<file path="config.mk">
export PLATFORM = sky130hd
export DESIGN_NAME = gsentry_top
export DESIGN_NICKNAME = d
export VERILOG_FILES = /design/src/rtl/gsentry_pkg.sv /design/src/rtl/gsentry_sync.sv /design/src/rtl/gsentry_ctrl.sv /design/src/rtl/gsentry_core.sv /design/src/rtl/gsentry_top.sv
export SDC_FILE = /design/constraint.sdc
export NUM_CORES = 1
export LEC_CHECK = 0
export BUFFER_PORTS_ARGS = -buffer_cell sky130_fd_sc_hd__buf_2
export CAP_MARGIN = 10
export CORE_UTILIZATION = 40
export CTS_BUF_LIST = sky130_fd_sc_hd__clkbuf_2 sky130_fd_sc_hd__clkbuf_4 sky130_fd_sc_hd__clkbuf_8
export DETAILED_ROUTE_END_ITERATION = 8
export PLACE_DENSITY_LB_ADDON = 0.3
export SLEW_MARGIN = 10
export SYNTH_ARGS = -nofsm -noshare
export SYNTH_HDL_FRONTEND = slang
export SYNTH_SLANG_ARGS = --single-unit
</file>
<file path="constraint.sdc">
create_clock -name clk -period 2.5 [get_ports clk]
set_input_delay 0.5 -clock clk [delete_from_list [all_inputs] [get_ports clk]]
set_output_delay 0.5 -clock clk [all_outputs]
set_load 0.03 [all_outputs]
</file>
<file path="src/rtl/gsentry_pkg.sv">
package gsentry_pkg;

  localparam logic [15:0] ARM_IDLE_KEY  = 16'h5BAD;
  localparam logic [15:0] DISARM_KEY    = 16'hDCAF;
  localparam logic [7:0]  SENS_OWN_KEY  = 8'hDE;

  localparam int OFS_ARM    = 'h00;
  localparam int OFS_DISARM = 'h04;
  localparam int OFS_SENS   = 'h08;
  localparam int OFS_LOCK   = 'h0C;
  localparam int OFS_STATUS = 'h10;
  localparam int OFS_FORCE  = 'h14;

  typedef enum logic [2:0] {
    SEL_ARM, SEL_DISARM, SEL_SENS, SEL_LOCK, SEL_STATUS, SEL_FORCE, SEL_NONE
  } regSel_e;

  typedef struct packed {
    logic    wrArm;
    logic    wrDisarm;
    logic    wrSens;
    logic    wrLock;
    logic    wrClear;
    logic    wrForce;
    logic    rdEn;
    regSel_e rdSel;
  } strobe_t;

endpackage

</file>
<file path="src/rtl/gsentry_sync.sv">
module gsentry_sync #(
  parameter int WIDTH  = 4,
  parameter int STAGES = 2
) (
  input  logic             clk,
  input  logic             rstN,
  input  logic [WIDTH-1:0] asyncIn,
  output logic [WIDTH-1:0] syncOut
);
  logic [WIDTH-1:0] stageQ [STAGES];

  always_ff @(posedge clk) begin
    if (!rstN) stageQ[0] <= '0;
    else       stageQ[0] <= asyncIn;
  end

  for (genvar s = 1; s < STAGES; s++) begin : g_stage
    always_ff @(posedge clk) begin
      if (!rstN) stageQ[s] <= '0;
      else       stageQ[s] <= stageQ[s-1];
    end
  end

  assign syncOut = stageQ[STAGES-1];
endmodule

</file>
<file path="src/rtl/gsentry_ctrl.sv">
module gsentry_ctrl
  import gsentry_pkg::*;
#(
  parameter int ADDR_W = 8
) (
  input  logic              pSel,
  input  logic              pEnable,
  input  logic              pWrite,
  input  logic [ADDR_W-1:0] pAddr,
  input  logic [2:0]        pProt,
  input  logic              locked,
  output strobe_t           stb,
  output logic              pSlvErr
);
  logic    access, secure, allowed, wrOk;
  regSel_e sel;

  assign access  = pSel & pEnable;
  assign secure  = ~pProt[1];
  assign allowed = access & secure;
  assign wrOk    = allowed & pWrite;

  always_comb begin
    sel = SEL_NONE;
    if      (pAddr == ADDR_W'(OFS_ARM))    sel = SEL_ARM;
    else if (pAddr == ADDR_W'(OFS_DISARM)) sel = SEL_DISARM;
    else if (pAddr == ADDR_W'(OFS_SENS))   sel = SEL_SENS;
    else if (pAddr == ADDR_W'(OFS_LOCK))   sel = SEL_LOCK;
    else if (pAddr == ADDR_W'(OFS_STATUS)) sel = SEL_STATUS;
    else if (pAddr == ADDR_W'(OFS_FORCE))  sel = SEL_FORCE;
  end

  always_comb begin
    stb.wrArm    = wrOk & ~locked & (sel == SEL_ARM);
    stb.wrDisarm = wrOk & ~locked & (sel == SEL_DISARM);
    stb.wrSens   = wrOk & ~locked & (sel == SEL_SENS);
    stb.wrLock   = wrOk & ~locked & (sel == SEL_LOCK);
    stb.wrClear  = wrOk & (sel == SEL_STATUS);
    stb.wrForce  = wrOk & (sel == SEL_FORCE);
    stb.rdEn     = allowed & ~pWrite;
    stb.rdSel    = sel;
  end

  assign pSlvErr = access & ~secure;
endmodule

</file>
<file path="src/rtl/gsentry_core.sv">
module gsentry_core
  import gsentry_pkg::*;
#(
  parameter int NUM_DET     = 4,
  parameter int SENS_W      = 2,
  parameter int SYNC_STAGES = 2
) (
  input  logic                      clk,
  input  logic                      rstN,
  input  strobe_t                   stb,
  input  logic [31:0]               wdata,
  input  logic                      otpArm,
  input  logic [NUM_DET*SENS_W-1:0] otpSens,
  input  logic [NUM_DET-1:0]        detRaw,
  output logic [31:0]               rdata,
  output logic                      locked,
  output logic                      armed,
  output logic [NUM_DET*SENS_W-1:0] sensOut,
  output logic                      resetReq,
  output logic                      resetFlag
);
  localparam int FIELD_W = NUM_DET * SENS_W;
  localparam int CHK_LSB = 8;
  localparam int KEY_LSB = 24;
  localparam logic [31:0] FIELD_ONES = (32'h1 << FIELD_W) - 32'h1;
  localparam logic [31:0] SENS_MASK  = (32'hFF << KEY_LSB)
                                     | (FIELD_ONES << CHK_LSB) | FIELD_ONES;

  logic [15:0]        armQ, disarmQ;
  logic [31:0]        sensQ;
  logic [7:0]         lockQ;
  logic [NUM_DET-1:0] statusQ, detSync, forceBits, clearBits, trigNow;
  logic               resetReqQ, resetFlagQ, fire;

  gsentry_sync #(.WIDTH(NUM_DET), .STAGES(SYNC_STAGES)) u_sync (
    .clk(clk), .rstN(rstN), .asyncIn(detRaw), .syncOut(detSync)
  );

  assign forceBits = stb.wrForce ? wdata[NUM_DET-1:0] : '0;
  assign clearBits = stb.wrClear ? wdata[NUM_DET-1:0] : '0;
  assign trigNow   = detSync | forceBits;
  assign armed     = (armQ != ARM_IDLE_KEY) | (otpArm & (disarmQ != DISARM_KEY));
  assign fire      = armed & (|trigNow);
  assign locked    = |lockQ;

  always_ff @(posedge clk) begin
    if (!rstN) begin
      armQ       <= ARM_IDLE_KEY;
      disarmQ    <= '0;
      sensQ      <= '0;
      lockQ      <= '0;
      statusQ    <= '0;
      resetReqQ  <= 1'b0;
      resetFlagQ <= 1'b0;
    end else begin
      if (stb.wrArm)    armQ    <= wdata[15:0];
      if (stb.wrDisarm) disarmQ <= wdata[15:0];
      if (stb.wrSens)   sensQ   <= wdata & SENS_MASK;
      if (stb.wrLock)   lockQ   <= wdata[7:0];
      statusQ    <= (statusQ & ~clearBits) | trigNow;
      resetReqQ  <= fire;
      resetFlagQ <= resetFlagQ | fire;
    end
  end

  logic useOwn;
  assign useOwn = (sensQ[KEY_LSB +: 8] == SENS_OWN_KEY);

  for (genvar n = 0; n < NUM_DET; n++) begin : g_det
    logic [SENS_W-1:0] ownVal, chkVal;
    assign ownVal = sensQ[n*SENS_W +: SENS_W];
    assign chkVal = sensQ[CHK_LSB + n*SENS_W +: SENS_W];
    assign sensOut[n*SENS_W +: SENS_W] =
      (useOwn && (chkVal == ~ownVal)) ? ownVal : otpSens[n*SENS_W +: SENS_W];
  end

  always_comb begin
    rdata = '0;
    if (stb.rdEn) begin
      case (stb.rdSel)
        SEL_ARM:    rdata = {16'h0, armQ};
        SEL_DISARM: rdata = {16'h0, disarmQ};
        SEL_SENS:   rdata = sensQ;
        SEL_LOCK:   rdata = {24'h0, lockQ};
        SEL_STATUS: rdata = {{(32-NUM_DET){1'b0}}, statusQ};
        default:    rdata = '0;
      endcase
    end
  end

  assign resetReq  = resetReqQ;
  assign resetFlag = resetFlagQ;
endmodule

</file>
<file path="src/rtl/gsentry_top.sv">
module gsentry_top
  import gsentry_pkg::*;
#(
  parameter int NUM_DET = 4,
  parameter int SENS_W  = 2,
  parameter int ADDR_W  = 8
) (
  input  logic                      clk,
  input  logic                      rstN,
  input  logic                      pSel,
  input  logic                      pEnable,
  input  logic                      pWrite,
  input  logic [ADDR_W-1:0]         pAddr,
  input  logic [31:0]               pWdata,
  input  logic [2:0]                pProt,
  output logic [31:0]               pRdata,
  output logic                      pReady,
  output logic                      pSlvErr,
  input  logic                      otpArmDefault,
  input  logic [NUM_DET*SENS_W-1:0] otpSensDefault,
  input  logic [NUM_DET-1:0]        detRaw,
  output logic [NUM_DET*SENS_W-1:0] sensOut,
  output logic                      armedOut,
  output logic                      domainResetReq,
  output logic                      glitchResetFlag
);
  strobe_t stb;
  logic    locked;

  gsentry_ctrl #(.ADDR_W(ADDR_W)) u_ctrl (
    .pSel(pSel), .pEnable(pEnable), .pWrite(pWrite), .pAddr(pAddr),
    .pProt(pProt), .locked(locked), .stb(stb), .pSlvErr(pSlvErr)
  );

  gsentry_core #(.NUM_DET(NUM_DET), .SENS_W(SENS_W), .SYNC_STAGES(2)) u_core (
    .clk(clk), .rstN(rstN), .stb(stb), .wdata(pWdata),
    .otpArm(otpArmDefault), .otpSens(otpSensDefault), .detRaw(detRaw),
    .rdata(pRdata), .locked(locked), .armed(armedOut), .sensOut(sensOut),
    .resetReq(domainResetReq), .resetFlag(glitchResetFlag)
  );

  assign pReady = 1'b1;
endmodule

</file>
======== Word-level counts from Yosys, hierarchy flattened ========
Memory sizes are Yosys's and may differ from the RTL's.
Cells that the tools add are included.
Widths: inputs -> output; s select.
word-level totals
  memory bits (writable) .................. 8
  bits in registers ....................... 70
  memories kept ........................... 1
  input port bits ......................... 61
  output and inout port bits .............. 45
memory list
  name                  depth  width  read ports  clocked after memory_dff  wr ports  RTL line            source
  u_core.u_sync.stageQ  2      4      2           0                         2         gsentry_sync.sv:10  logic [WIDTH-1:0] stageQ [STAGES];
operators by class
  reduce and logical (&&, ||, !) cells .... 8
  multiplexer cells ....................... 18
  eq/ne operators ......................... 17
  bitwise operators ....................... 29
operators by type and width
  kind                  count
  $pmux 32 s5           1
  $mux 32               1
  $eq 8x4->1 const B    2
  $eq 8x5->1 const B    2
  $mux 4                4
  $ne 16x15->1 const B  1
  $ne 16x16->1 const B  1
  $mux 3                5
  $and 1x1->1           14
  $mux 2                5
  $eq 2x2->1            4
  $eq 8x3->1 const B    1
  $eq 8x8->1 const B    1
  $logic_not 8->1       1
  $not 2->2             4
  $or 4x4->4            2
  $reduce_or 8->1       1
  $eq 3x2->1 const B    2
  $eq 3x3->1 const B    2
  $and 4x4->4           1
  $logic_and 1x1->1     4
  $not 4->4             1
  $or 1x1->1            4
  $reduce_or 4->1       1
  other kinds (4)       7

======== Longest topological paths before layout ========
  depth in word-level cells ............... 14
  gate-level depth with buffers ........... 7

======== Hierarchy ========
Synthesis repeated with hierarchy kept, for this count alone.
second synthesis, totals
  cells, all modules ...................... 429
  area, all modules ....................... 4150.2 µm²
modules (own cells, without submodules)
  module        times used  area each (µm²)  cells an instance
  gsentry_core  1           3748.6           388
  gsentry_sync  1           210.2            16
  gsentry_ctrl  1           180.2            23
  gsentry_top   1           11.3             2

======== Worst setup path before layout ========
OpenSTA, ideal clock, no wires.
  path kind ............................... input to output
  from .................................... input pAddr[3]
  to ...................................... output pRdata[7]
  required time ........................... 2.000 ns
  path buffers ............................ 3
  stages .................................. 5
  slack ................................... -0.097 ns
  arrival time ............................ 2.097 ns
  path through ............................ clkbuf_1 clkbuf_1 clkbuf_1 mux4_2 nor2b_1
on the way
  longest elaborated chain between the ends .. 10
  elaborated cells between the ends (all ways) .. 19
RTL lines
  what                                      RTL line            source
  start, declared                           gsentry_top.sv:13   input logic [ADDR_W-1:0] pAddr,
  $eq 8x5->1                                gsentry_ctrl.sv:30  else if (pAddr == ADDR_W'(OFS_FORCE)) sel = SEL_FORCE;
  $mux 2                                    gsentry_ctrl.sv:30
  $mux 3                                    gsentry_ctrl.sv:29  else if (pAddr == ADDR_W'(OFS_STATUS)) sel = SEL_STATUS;
  $mux 3                                    gsentry_ctrl.sv:28  else if (pAddr == ADDR_W'(OFS_LOCK)) sel = SEL_LOCK;
  $mux 3                                    gsentry_ctrl.sv:27  else if (pAddr == ADDR_W'(OFS_SENS)) sel = SEL_SENS;
  $mux 3                                    gsentry_ctrl.sv:26  else if (pAddr == ADDR_W'(OFS_DISARM)) sel = SEL_DISARM;
  $mux 3 *                                  gsentry_ctrl.sv:25  if (pAddr == ADDR_W'(OFS_ARM)) sel = SEL_ARM;
  $eq 3x3->1, or another cell as far along  gsentry_core.sv:80  case (stb.rdSel)
  $pmux 32 s5 *                             gsentry_core.sv:80
  $mux 32 *                                 gsentry_core.sv:79  if (stb.rdEn) begin
  end, declared                             gsentry_top.sv:16   output logic [31:0] pRdata,
Every way passes the cells marked *; elsewhere a longest branch is shown, timed or not.

======== Worst setup path in the final report ========
  from .................................... register u_core.disarmQ[10]
  to ...................................... output armedOut
on the way
  longest elaborated chain between the ends .. 3
RTL lines
  what                    RTL line            source
  start, declared         gsentry_core.sv:29  logic [15:0] armQ, disarmQ;
  start signal, assigned  gsentry_core.sv:57  if (stb.wrDisarm) disarmQ <= wdata[15:0];
  $ne 16x16->1            gsentry_core.sv:42  assign armed = (armQ != ARM_IDLE_KEY) | (otpArm & (disarmQ != DISARM_KEY));
  $and 1x1->1             gsentry_core.sv:42
  $or 1x1->1              gsentry_core.sv:42
  end, declared           gsentry_top.sv:23   output logic armedOut,
No other way between the ends.

==> results.md <==
- Status: completed
- CTS Buf Count: 9
- Worst-Skew Late Latency: about 0.36 ns
- WL per Instance: around 15 µm
- Cell row count: 36
- Share of the synthesized area in the top cell type: a little under two fifths
- Ports: between 100 and 150
- Final setup violating endpoints: 0
- Core area: 9860 µm²
- Vias in the first global route: 3311
- Post-layout util: between 40% and 50%
- CP Buf/Inv Count: 1
- Synthesized area: ~4100 µm²
- Peak Freq: between 400 and 500 MHz
- Worst slew pin tran: 0.528 ns
- CP Capture Type: output pin
- Layout cells sized above 1: between 20% and 30%
- Layout area overhead: 19.9%
- Most used DFF post-synth: dfxtp_1
- 1st-pass router iterations: 4
- Die height: between 100 and 150 µm
- PD cells: 506 nW/µm²
- Initial Utilization: 41.5%
- Routed wire length: 10.2 mm
- HP Class: in2reg
- First-pass GRT wire length: around 16 mm
- # fillers: about 970
- CTS tree: built
- FF+latch count, synth: a little under 80
- CP cell instances: or4bb_1 > o41ai_2 > nand2_1 > buf_2
- Worst Hold Path Cells: 2
- Post-route ant nets: 0
- Crit Path Category: reg2out
- CP top delay family: simple AND/OR/NAND/NOR gates
- DR DRC count: 0
- Post-synth ARST share: 0%
- Post-synthesis sequential area ratio: about two fifths
- Mean Syn Cell Area: ~9 µm²
- Maximum vdd drop: approximately 0.34 mV
- Vias after detailed routing: roughly 3500
- Depth of the worst register-to-register path: 5
- Stages on the worst setup path: 4
- Cell variety after synth: 39
- Top cell type by total area after synthesis: dfxtp_1
- Number of max-cap violations: 0
- Diodes inserted: 0
- Max-slew violations: 0
- Die area: between 10000 and 15000 µm²
- DRT iter0 DRCs: 129
- Hold-fix buffers, CTS: 0
- Critical Path Max Stage Delay: around 0.52 ns
- Die Wd: ~100 µm
- Setup Skew: slightly below 0.009 ns
- Worst EP arrival: roughly 1.9 ns
- Fin. Hold Viols: 0
- Post-Syn Instances: roughly 460
- HPWL after detailed placement: 7.65 mm
- CP startpoint kind: flip-flop
- Most common cell in the synthesized netlist: nand2_1
- GPL Wtd Cong: between 0.8 and 0.9
- Worst-path clk slew: about 0.09 ns
- Clock sinks: 78
- YS warnings: 0
- Largest net degree at the start of global routing: 43
- EDFF count, synth: 0
- Global route overflow: 0
- Clock buffer depth: 2
- Lkg Pwr: roughly 1.9 nW
- TNS Setup: 0 ns
- Port Buf Inserts: 86
- Top cells by count, synth: nand2_1, dfxtp_1, mux2i_1, nor2b_1
- # H-tree levels: 3
- Fin crit share: around 97%
- Vias per inst: 5.13
- CTS root buf: clkbuf_8
- Max-slew headroom: 64.7%
- Minimum clock period: about 2.4 ns
- Area contributors post-synth: dfxtp_1, mux2i_1, nand2_1
- Req. time, crit path: roughly 2.0 ns
- CP max stage cell: or4bb_1
- Final #Nets: between 600 and 700
- CP max FO: 3
- Initial antenna violation count: 0
- All-layer global routing usage: between 20 and 25%
- Hold Slack: 0.335 ns
-- what timing repair did --
item | 4_1_cts | 5_1_grt
endpoints found under the setup margin | 0 | 1
setup buffers | 0 | 1
resized for setup | 0 | 1
-- area by class of cell --
type,instances,area (µm²),area share (%)
Clock buffer,9,124,2.52
Sequential cell,78,1560,31.8
Multi-Input combinational cell,341,2320,47.2
Clock inverter,7,81.3,1.66
Inverter,13,48.8,0.994
Tap cell,133,166,3.39
Timing Repair Buffer,103,608,12.4
-- path summary, 6_finish.rpt --
path                                            to                                  start  slack [ns]
max                                       armedOut        u_core.disarmQ[10]$_SDFFE_PN0P_        0.08
min reg2reg  u_core.u_sync.stageQ[1][2]$_SDFF_PN0_  u_core.u_sync.stageQ[0][2]$_SDFF_PN0_        0.44
min          u_core.u_sync.stageQ[0][2]$_SDFF_PN0_                              detRaw[2]        0.34
max reg2reg            u_core.armQ[7]$_SDFFE_PN1P_           u_core.lockQ[0]$_SDFFE_PN0P_        0.55
-- kinds of logic (layout without fill, tap and decap cells) --
| kind of cell | count (synthesis) | count (layout) | synth area share, % |
|---|---|---|---|
| AO/OA/AOI/OAI | 54 | 54 | 8.10 |
| XOR/XNOR | 8 | 8 | 1.71 |
| buffers and inverters | 50 | 132 | 6.09 |
| flip-flops | 78 | 78 | 38.2 |
| multiplexers | 72 | 72 | 20.1 |
| other | 2 | 9 | 0.184 |
| AND/OR/NAND/NOR | 198 | 198 | 25.7 |
-- sequential cells by signal, summed over array words and instances, names as in the netlist --
| register | count |
|---|---|
| u_core.disarmQ | 16 |
| u_core.statusQ | 4 |
| u_core.sensQ | 24 |
| u_core.resetFlag | 1 |
| u_core.lockQ | 8 |
| u_core.u_sync.stageQ | 8 |
| u_core.armQ | 16 |
| u_core.resetReq | 1 |
-- cell usage in the layout, fill, tap and decap left out, types with 2 or more instances in the layout --
master | synthesis | final
clkbuf_8 | 0 | 9
buf_2 | 4 | 86
xnor2_1 | 8 | 8
conb_1 | 2 | 9
o21ai_0 | 15 | 15
nand4_1 | 2 | 2
inv_6 | 0 | 2
mux2i_1 | 64 | 64
or2_2 | 3 | 3
buf_4 | 11 | 13
nor2b_1 | 25 | 24
clkinv_4 | 0 | 3
nand3_1 | 4 | 4
nand2_1 | 89 | 89
inv_1 | 13 | 13
and2_1 | 16 | 16
nor4_1 | 11 | 11
o21ai_1 | 3 | 3
o31ai_1 | 12 | 12
nand4b_1 | 7 | 7
mux4_2 | 8 | 8
buf_12 | 0 | 4
or3_1 | 3 | 3
a21oi_1 | 16 | 16
nor2_1 | 20 | 20
a21boi_0 | 4 | 4
or4_1 | 2 | 2
dfxtp_1 | 78 | 78
or4bb_1 | 4 | 4
nand2b_1 | 4 | 4
nor4_4 | 2 | 2
-- routing by layer --
metal  GRT usage, %  vias to the layer above  wire length (µm)
li1               -                     1749                 -
met1           24.9                     1659              4580
met2           34.9                       94              4960
met3           4.61                        9               588
met4           5.63                        0               111
met5              0                        -                 0
-- power by group --
part	switching (mW)	total, mW	internal (mW)
clock	0.511	0.984	0.473
sequential	0.00519	1.26	1.25
combinational	0.149	0.243	0.0936
-- metrics by stage --
stage | total power, mW | setup WS [ns] | std cells | area (µm²)
final | 2.48 | 0.0806 | 684 | 4910
after global routing | 2.59 | -0.00445 | 684 | 4910
after CTS | 2.51 | 0.0238 | 683 | 4890
after detailed placement | 1.53 | 0.205 | 667 | 4690
after global placement | 1.53 | 0.192 | 667 | 4690
after floorplan | 1.45 | 0.00614 | 469 | 4120
(Power assumes the default switching activity.)
